<file path="src/rtl/gfx_dec_pkg.sv">
package gfx_dec_pkg;

   localparam int CODE_BITS   = 3;
   localparam int DEF_LOG2    = 26;

   typedef enum logic [CODE_BITS-1:0] {
      BASE_64M  = 3'd0,
      BASE_32M  = 3'd1,
      BASE_128M = 3'd2,
      BASE_256M = 3'd3,
      BASE_512M = 3'd4
   } base_code_e;

   typedef enum int {
      WIN_LEGACY = 0,
      WIN_FB     = 1,
      WIN_REGS   = 2
   } win_id_e;

   localparam int NUM_WIN = 3;

   typedef struct packed {
      logic mem_hit;
      logic regs_hit;
   } dec_hit_t;

   function automatic int unsigned base_log2(input int unsigned code);
      case (code)
         32'(BASE_32M):  return 25;
         32'(BASE_64M):  return 26;
         32'(BASE_128M): return 27;
         32'(BASE_256M): return 28;
         32'(BASE_512M): return 29;
         default:        return DEF_LOG2;
      endcase
   endfunction

endpackage

</file>
<file path="src/rtl/gfx_base_select.sv">
module gfx_base_select #(
   parameter int ADDR_W    = 32,
   parameter int PAGE_LOG2 = 16,
   parameter int CODE_W    = 3,
   parameter int ALT_LOG2  = 25
) (
   input  logic [CODE_W-1:0]           base_code,
   input  logic                        base_alt,
   output logic [ADDR_W-PAGE_LOG2-1:0] base_pg
);
   localparam int PG_W = ADDR_W - PAGE_LOG2;
   localparam logic [PG_W-1:0] ALT_MASK = PG_W'(1) << (ALT_LOG2 - PAGE_LOG2);

   generate
      if (CODE_W != gfx_dec_pkg::CODE_BITS) begin : g_bad_code
         $error("gfx_base_select: CODE_W must match the package code width");
      end
      if (ALT_LOG2 <= PAGE_LOG2) begin : g_bad_alt
         $error("gfx_base_select: forced bit must lie above the page size");
      end
   endgenerate

   logic [PG_W-1:0] raw_pg;
   int unsigned     shift_pg;

   always_comb begin
      shift_pg = gfx_dec_pkg::base_log2(32'(base_code)) - PAGE_LOG2;
      raw_pg   = PG_W'(1) << shift_pg;
      base_pg  = base_alt ? (raw_pg | ALT_MASK) : raw_pg;
   end

endmodule

</file>
<file path="src/rtl/gfx_window_match.sv">
module gfx_window_match #(
   parameter int TAG_W = 10
) (
   input  logic [TAG_W-1:0] addr_tag,
   input  logic [TAG_W-1:0] base_tag,
   output logic             hit
);
   generate
      if (TAG_W < 1) begin : g_bad_tag
         $error("gfx_window_match: tag must be at least one bit");
      end
   endgenerate

   always_comb hit = (addr_tag == base_tag);

endmodule

</file>
<file path="src/rtl/gfx_sel_reg.sv">
module gfx_sel_reg (
   input  logic                  clk,
   input  logic                  rst_n,
   input  logic                  addr_strobe_n,
   input  logic                  ready_n,
   input  gfx_dec_pkg::dec_hit_t hit,
   output logic                  mem_sel_n,
   output logic                  reg_sel_n
);
   logic mem_next;

   always_comb mem_next = hit.mem_hit & ~hit.regs_hit;

   always_ff @(posedge clk or negedge rst_n) begin
      if (!rst_n) begin
         mem_sel_n <= 1'b1;
         reg_sel_n <= 1'b1;
      end else if (!addr_strobe_n) begin
         mem_sel_n <= ~mem_next;
         reg_sel_n <= ~hit.regs_hit;
      end else if (!ready_n) begin
         mem_sel_n <= 1'b1;
         reg_sel_n <= 1'b1;
      end
   end

   AST_SEL_EXCLUSIVE: assert property (@(posedge clk) disable iff (!rst_n)
      !(mem_sel_n == 1'b0 && reg_sel_n == 1'b0));
   AST_READY_CLEARS: assert property (@(posedge clk) disable iff (!rst_n)
      (addr_strobe_n && !ready_n) |=> (mem_sel_n && reg_sel_n));
   AST_SEL_HOLDS: assert property (@(posedge clk) disable iff (!rst_n)
      (addr_strobe_n && ready_n) |=> ($stable(mem_sel_n) && $stable(reg_sel_n)));
   AST_REG_PRIORITY: assert property (@(posedge clk) disable iff (!rst_n)
      (!addr_strobe_n && hit.regs_hit) |=> (!reg_sel_n && mem_sel_n));

endmodule

</file>
<file path="src/rtl/gfx_aperture_dec.sv">
module gfx_aperture_dec #(
   parameter int ADDR_W      = 32,
   parameter int PAGE_LOG2   = 16,
   parameter int CODE_W      = 3,
   parameter int ALT_LOG2    = 25,
   parameter int FB_LOG2     = 22,
   parameter int REG_OFS_LOG2 = 24,
   parameter int LEGACY_LOG2 = 17,
   parameter logic [31:0] LEGACY_BASE = 32'h000A_0000
) (
   input  logic                        clk,
   input  logic                        rst_n,
   input  logic [ADDR_W-1:PAGE_LOG2]   bus_addr,
   input  logic                        cyc_is_mem,
   input  logic                        io_strobe_n,
   input  logic                        addr_strobe_n,
   input  logic                        ready_n,
   input  logic [CODE_W-1:0]           base_code,
   input  logic                        base_alt,
   output logic                        mem_sel_n,
   output logic                        reg_sel_n,
   output logic [ADDR_W-PAGE_LOG2-1:0] base_units
);
   import gfx_dec_pkg::*;

   localparam int PG_W     = ADDR_W - PAGE_LOG2;
   localparam int FB_TAG_W = ADDR_W - FB_LOG2;
   localparam int LG_TAG_W = ADDR_W - LEGACY_LOG2;
   localparam logic [LG_TAG_W-1:0] LEG_TAG  = LG_TAG_W'(LEGACY_BASE >> LEGACY_LOG2);
   localparam logic [FB_TAG_W-1:0] REG_STEP = FB_TAG_W'(1) << (REG_OFS_LOG2 - FB_LOG2);
   localparam int ALT_PG   = ALT_LOG2 - PAGE_LOG2;

   generate
      if (FB_LOG2 >= REG_OFS_LOG2) begin : g_bad_overlap
         $error("gfx_aperture_dec: register offset must exceed framebuffer span");
      end
      if (ADDR_W < 31) begin : g_bad_width
         $error("gfx_aperture_dec: address too narrow for the largest base");
      end
      if (LEGACY_LOG2 <= PAGE_LOG2 || FB_LOG2 <= PAGE_LOG2) begin : g_bad_page
         $error("gfx_aperture_dec: windows must be larger than the page size");
      end
      if (ALT_LOG2 < FB_LOG2) begin : g_bad_alt
         $error("gfx_aperture_dec: forced bit must lie above framebuffer span");
      end
   endgenerate

   logic [PG_W-1:0]     base_pg;
   logic [FB_TAG_W-1:0] reg_tag;
   logic [NUM_WIN-1:0]  win_hit;
   logic                io_hit;
   dec_hit_t            hit;

   gfx_base_select #(
      .ADDR_W   (ADDR_W),
      .PAGE_LOG2(PAGE_LOG2),
      .CODE_W   (CODE_W),
      .ALT_LOG2 (ALT_LOG2)
   ) u_base (
      .base_code(base_code),
      .base_alt (base_alt),
      .base_pg  (base_pg)
   );

   always_comb reg_tag = base_pg[PG_W-1:FB_LOG2-PAGE_LOG2] + REG_STEP;

   for (genvar w = 0; w < NUM_WIN; w++) begin : g_win
      if (w == WIN_LEGACY) begin : g_legacy
         gfx_window_match #(.TAG_W(LG_TAG_W)) u_match (
            .addr_tag(bus_addr[ADDR_W-1:LEGACY_LOG2]),
            .base_tag(LEG_TAG),
            .hit     (win_hit[w])
         );
      end else if (w == WIN_FB) begin : g_fb
         gfx_window_match #(.TAG_W(FB_TAG_W)) u_match (
            .addr_tag(bus_addr[ADDR_W-1:FB_LOG2]),
            .base_tag(base_pg[PG_W-1:FB_LOG2-PAGE_LOG2]),
            .hit     (win_hit[w])
         );
      end else begin : g_regs
         gfx_window_match #(.TAG_W(FB_TAG_W)) u_match (
            .addr_tag(bus_addr[ADDR_W-1:FB_LOG2]),
            .base_tag(reg_tag),
            .hit     (win_hit[w])
         );
      end
   end

   always_comb begin
      io_hit       = !cyc_is_mem && !io_strobe_n && (bus_addr == '0);
      hit.mem_hit  = (cyc_is_mem && (win_hit[WIN_LEGACY] || win_hit[WIN_FB])) || io_hit;
      hit.regs_hit = cyc_is_mem && win_hit[WIN_REGS];
   end

   gfx_sel_reg u_sel (
      .clk          (clk),
      .rst_n        (rst_n),
      .addr_strobe_n(addr_strobe_n),
      .ready_n      (ready_n),
      .hit          (hit),
      .mem_sel_n    (mem_sel_n),
      .reg_sel_n    (reg_sel_n)
   );

   assign base_units = base_pg;

   AST_IO_HIGH_NONE: assert property (@(posedge clk) disable iff (!rst_n)
      (!addr_strobe_n && !cyc_is_mem && bus_addr != '0) |=> (mem_sel_n && reg_sel_n));
   AST_IO_IDLE_NONE: assert property (@(posedge clk) disable iff (!rst_n)
      (!addr_strobe_n && !cyc_is_mem && io_strobe_n) |=> (mem_sel_n && reg_sel_n));
   AST_BASE_ALIGNED: assert property (@(posedge clk) disable iff (!rst_n)
      base_units[ALT_PG-1:0] == '0);
   AST_ALT_FORCED: assert property (@(posedge clk) disable iff (!rst_n)
      base_alt |-> base_units[ALT_PG]);
   AST_BASE_ONE_OR_TWO: assert property (@(posedge clk) disable iff (!rst_n)
      ($countones(base_units) == 1) || (base_alt && $countones(base_units) == 2));

endmodule

</file>
<file path="config.mk">
export PLATFORM = sky130hd
export DESIGN_NAME = gfx_aperture_dec
export DESIGN_NICKNAME = d
export VERILOG_FILES = /design/src/rtl/gfx_dec_pkg.sv /design/src/rtl/gfx_base_select.sv /design/src/rtl/gfx_window_match.sv /design/src/rtl/gfx_sel_reg.sv /design/src/rtl/gfx_aperture_dec.sv
export SDC_FILE = /design/constraint.sdc
export NUM_CORES = 1
export LEC_CHECK = 0
export BUFFER_PORTS_ARGS = -buffer_cell sky130_fd_sc_hd__buf_2
export CORE_MARGIN = 2
export CORE_UTILIZATION = 31
export CTS_CLUSTER_DIAMETER = 200
export CTS_CLUSTER_SIZE = 30
export DETAILED_ROUTE_END_ITERATION = 8
export PLACE_DENSITY = 0.71
export SYNTH_ARGS = -nofsm -noshare
export SYNTH_HDL_FRONTEND = slang
export SYNTH_SLANG_ARGS = --single-unit
</file>
<file path="constraint.sdc">
create_clock -name clk -period 2.2 [get_ports clk]
set_clock_uncertainty 0.05 [all_clocks]
set_input_delay 0.33 -clock clk [delete_from_list [all_inputs] [get_ports clk]]
set_output_delay 0.33 -clock clk [all_outputs]
set_load 0.02 [all_outputs]
</file>
==> out/results.ini <==
[outcome]
status=completed

[cts]
cts_buffers=3
clkTransAtPathRegs_ns=0.03
clockBufferDepth=2
clkSinkCount=2
cts_tree=yes
worstSkewPairLatency_ns=0.23
post_cts_buffers=0
cts_max_level=1
cts_root_buf=clkbuf_4

[placement]
dp.final_hpwl_um=919
portBuffers=32
gp_congestion=0.667

[setup_path]
max_stage_delay_ns=0.42
crit_fanout=7
cp-startpoint=base_code[0]
crit_path_end_kind=output pin
critical_path_required_ns=1.82
crit_buf_inv=3
cp_cell_sequence=buf_2 -> or3b_1 -> inv_1 -> buf_2
crit_family=simple AND/OR/NAND/NOR gates
path_common_cell=buf_2
crit_arrival_ns=1.10
r2r-start=u_sel.mem_sel_n
path_class=input port to output pin
startpoint_type=input port
cp_slowest_cell=or3b_1

[grt]
grt_pass1_vias=445
grt_pass1_wl_mm=1.65
antenna_found_initial=0
grt_max_degree=8
grt-ovfl-total=0
grt_use_total_pct=15.2

[floorplanning]
dieArea_um2=1700
start_util_pct=33.0
core-area_um2=1300
die_x_um=41.2
io_pins=44
die_y_um=41.2
row_count=13

[logic_synthesis]
yosys.area_share.simple_pct=33.5
synth_mux_area_share_pct=0
ys_warn_count=0
synth_top_family_by_area=simple AND/OR/NAND/NOR gates
synth-adder-area-share_pct=2.92
netlist_area_um2=429
netlist_instances=55
synth_compound_area_share_pct=16.0
synthXorXnorAreaFrac_pct=13.4
ys_seq_area_share_pct=12.2
synth-seq-cells=2
synthDistinctLibCells=29
avgSynthCellArea_um2=7.80

[timing]
slew_viol_final=0
post-route-period-util_pct=67.1
final.setup.tns_ns=0
period_needed_ns=1.48
hold_ws_ns=0.334
finalSetupViolCount=0
grt_setup_unrepaired=no
clock.fmax_mhz=678
final_hold_viol_count=0

[power_and_ir_drop]
seqPwrFrac_pct=17.9
ir_worst_vdd_v=0.000280
power_density_nw_per_um2=369
finalPower_mw=0.221
clkPwrFrac_pct=36.8
power_frac_comb_pct=45.3
switchingPower_mw=0.0795
p_leak_nw=0.322
p_sw_share_pct=36.0
power.internal_mw=0.142

[routing]
wl_per_cell_um=9.87
via_count=483
first_pass_iters=2
wirelength_mm=1.05
viasPerCell=4.56
drt_iter0_drc=5
ant_nets=0
remaining_drc_errors=0

[flow_run]
max-cap-violations=0

[finish]
num_antenna_cells=0
utilization_pct=46.1
nets=120
syn_to_final_growth_pct=39.7
layout_commonest_cell=buf_2
drive_above_1_share_pct=42.9
mostFrequentLayoutCells=32 x buf_2, 12 x conb_1, 5 x nor2_1, 5 x nor4_1, 3 x clkbuf_4

[worst_hold_path]
hp-class=input port to flip-flop
min_from=ready_n

## routing by layer
| layer | wire length (um) | track usage [%] |
|---|---|---|
| met5 | 0 | 0 |
| met4 | 0 | 2.42 |
| met1 | 448 | 16.5 |
| met3 | 107 | 6.52 |
| met2 | 490 | 27.3 |
## tightest hold or removal path, delay by kind of cell
kind,cells,cell delay (ns)
AND/OR/NAND/NOR,2,0.15
buffers and inverters,1,0.07
AO/OA/AOI/OAI,1,0.05
## final timing paths
path | depth (start not counted) | slack (ns) | endpoint
setup / recovery | 4 | 0.72 | base_units[13]
hold / removal | 4 | 0.33 | u_sel.mem_sel_n
setup reg to reg | 2 | 1.35 | u_sel.mem_sel_n
hold reg to reg | 1 | 0.46 | u_sel.reg_sel_n
max in group asynchronous | 2 | 1.54 | u_sel.reg_sel_n
min in group asynchronous | 2 | 0.53 | u_sel.mem_sel_n
## timing repair
| item | in CTS | in global routing |
|---|---|---|
| hold endpoints to repair | 1 | 0 |
| hold buffers | 1 | 0 |
| gates resized for setup | 0 | 0 |
## Yosys cell counts, drive strengths merged
cell    count  area [um2]
or3b        2        17.5
or3         1        6.26
ha          1        12.5
or2b        1        7.51
nor2b       1        6.26
buf        11        82.6
o21bai      1        11.3
a31oi       1        6.26
and3        1        6.26
xor2        2        17.5
conb        1        3.75
dfstp       2        52.6
o22a        1        8.76
o22ai       1        6.26
nand2       2        7.51
xnor3       1        22.5
or2         2        12.5
nor4        5        31.3
a41oi       1        8.76
nand2b      1        6.26
inv         2        7.51
nor2        5        18.8
a41o        1        10.0
a211oi      1        7.51
nand4       1        6.26
o21ai       2        10.0
nand4b      2        17.5
xnor2       2        17.5
## power by group through the flow
stage	Sequential, mW	Clock, mW	Combinational (mW)
6_report	0.0396	0.0813	0.100
5_1_grt	0.0397	0.0945	0.112
4_1_cts	0.0396	0.0860	0.101
3_5_place_dp	0.0399	0	0.0988
3_3_place_gp	0.0398	0	0.0982
2_1_floorplan	0.0413	0	0.0729
## flip-flops by register name, indices dropped and copies added (netlist names)
register / flops
u_sel.reg_sel_n: 1
u_sel.mem_sel_n: 1
## through the flow
step	instances	area (um2)	setup slack [ns]
4_1_cts	106	599	0.718
3_3_place_gp	102	567	0.595
5_1_grt	106	599	0.672
2_1_floorplan	66	470	0.610
3_5_place_dp	102	567	0.567
6_report	106	599	0.724
## kinds of logic (layout without fill, tap and decap cells)
kind of cell               count (synthesis)  after routing
adders and majority gates                  1              1
DFF                                        2              2
buffers and inverters                     13             38
AOI/OAI and AO/OA                          9              9
and+or+nand+nor                           24             24
other                                      1             12
xor gates and xnor gates                   5              5
## area by class of cell
type,instances,area (um2)
clock buffer,3,22.5
fill,154,702
tap,15,18.8
multi-input combinational,51,328
sequential,2,52.6
timing repair buffer,33,170
inverter,2,7.51
No activity file was read; power rests on OpenSTA's default activity.
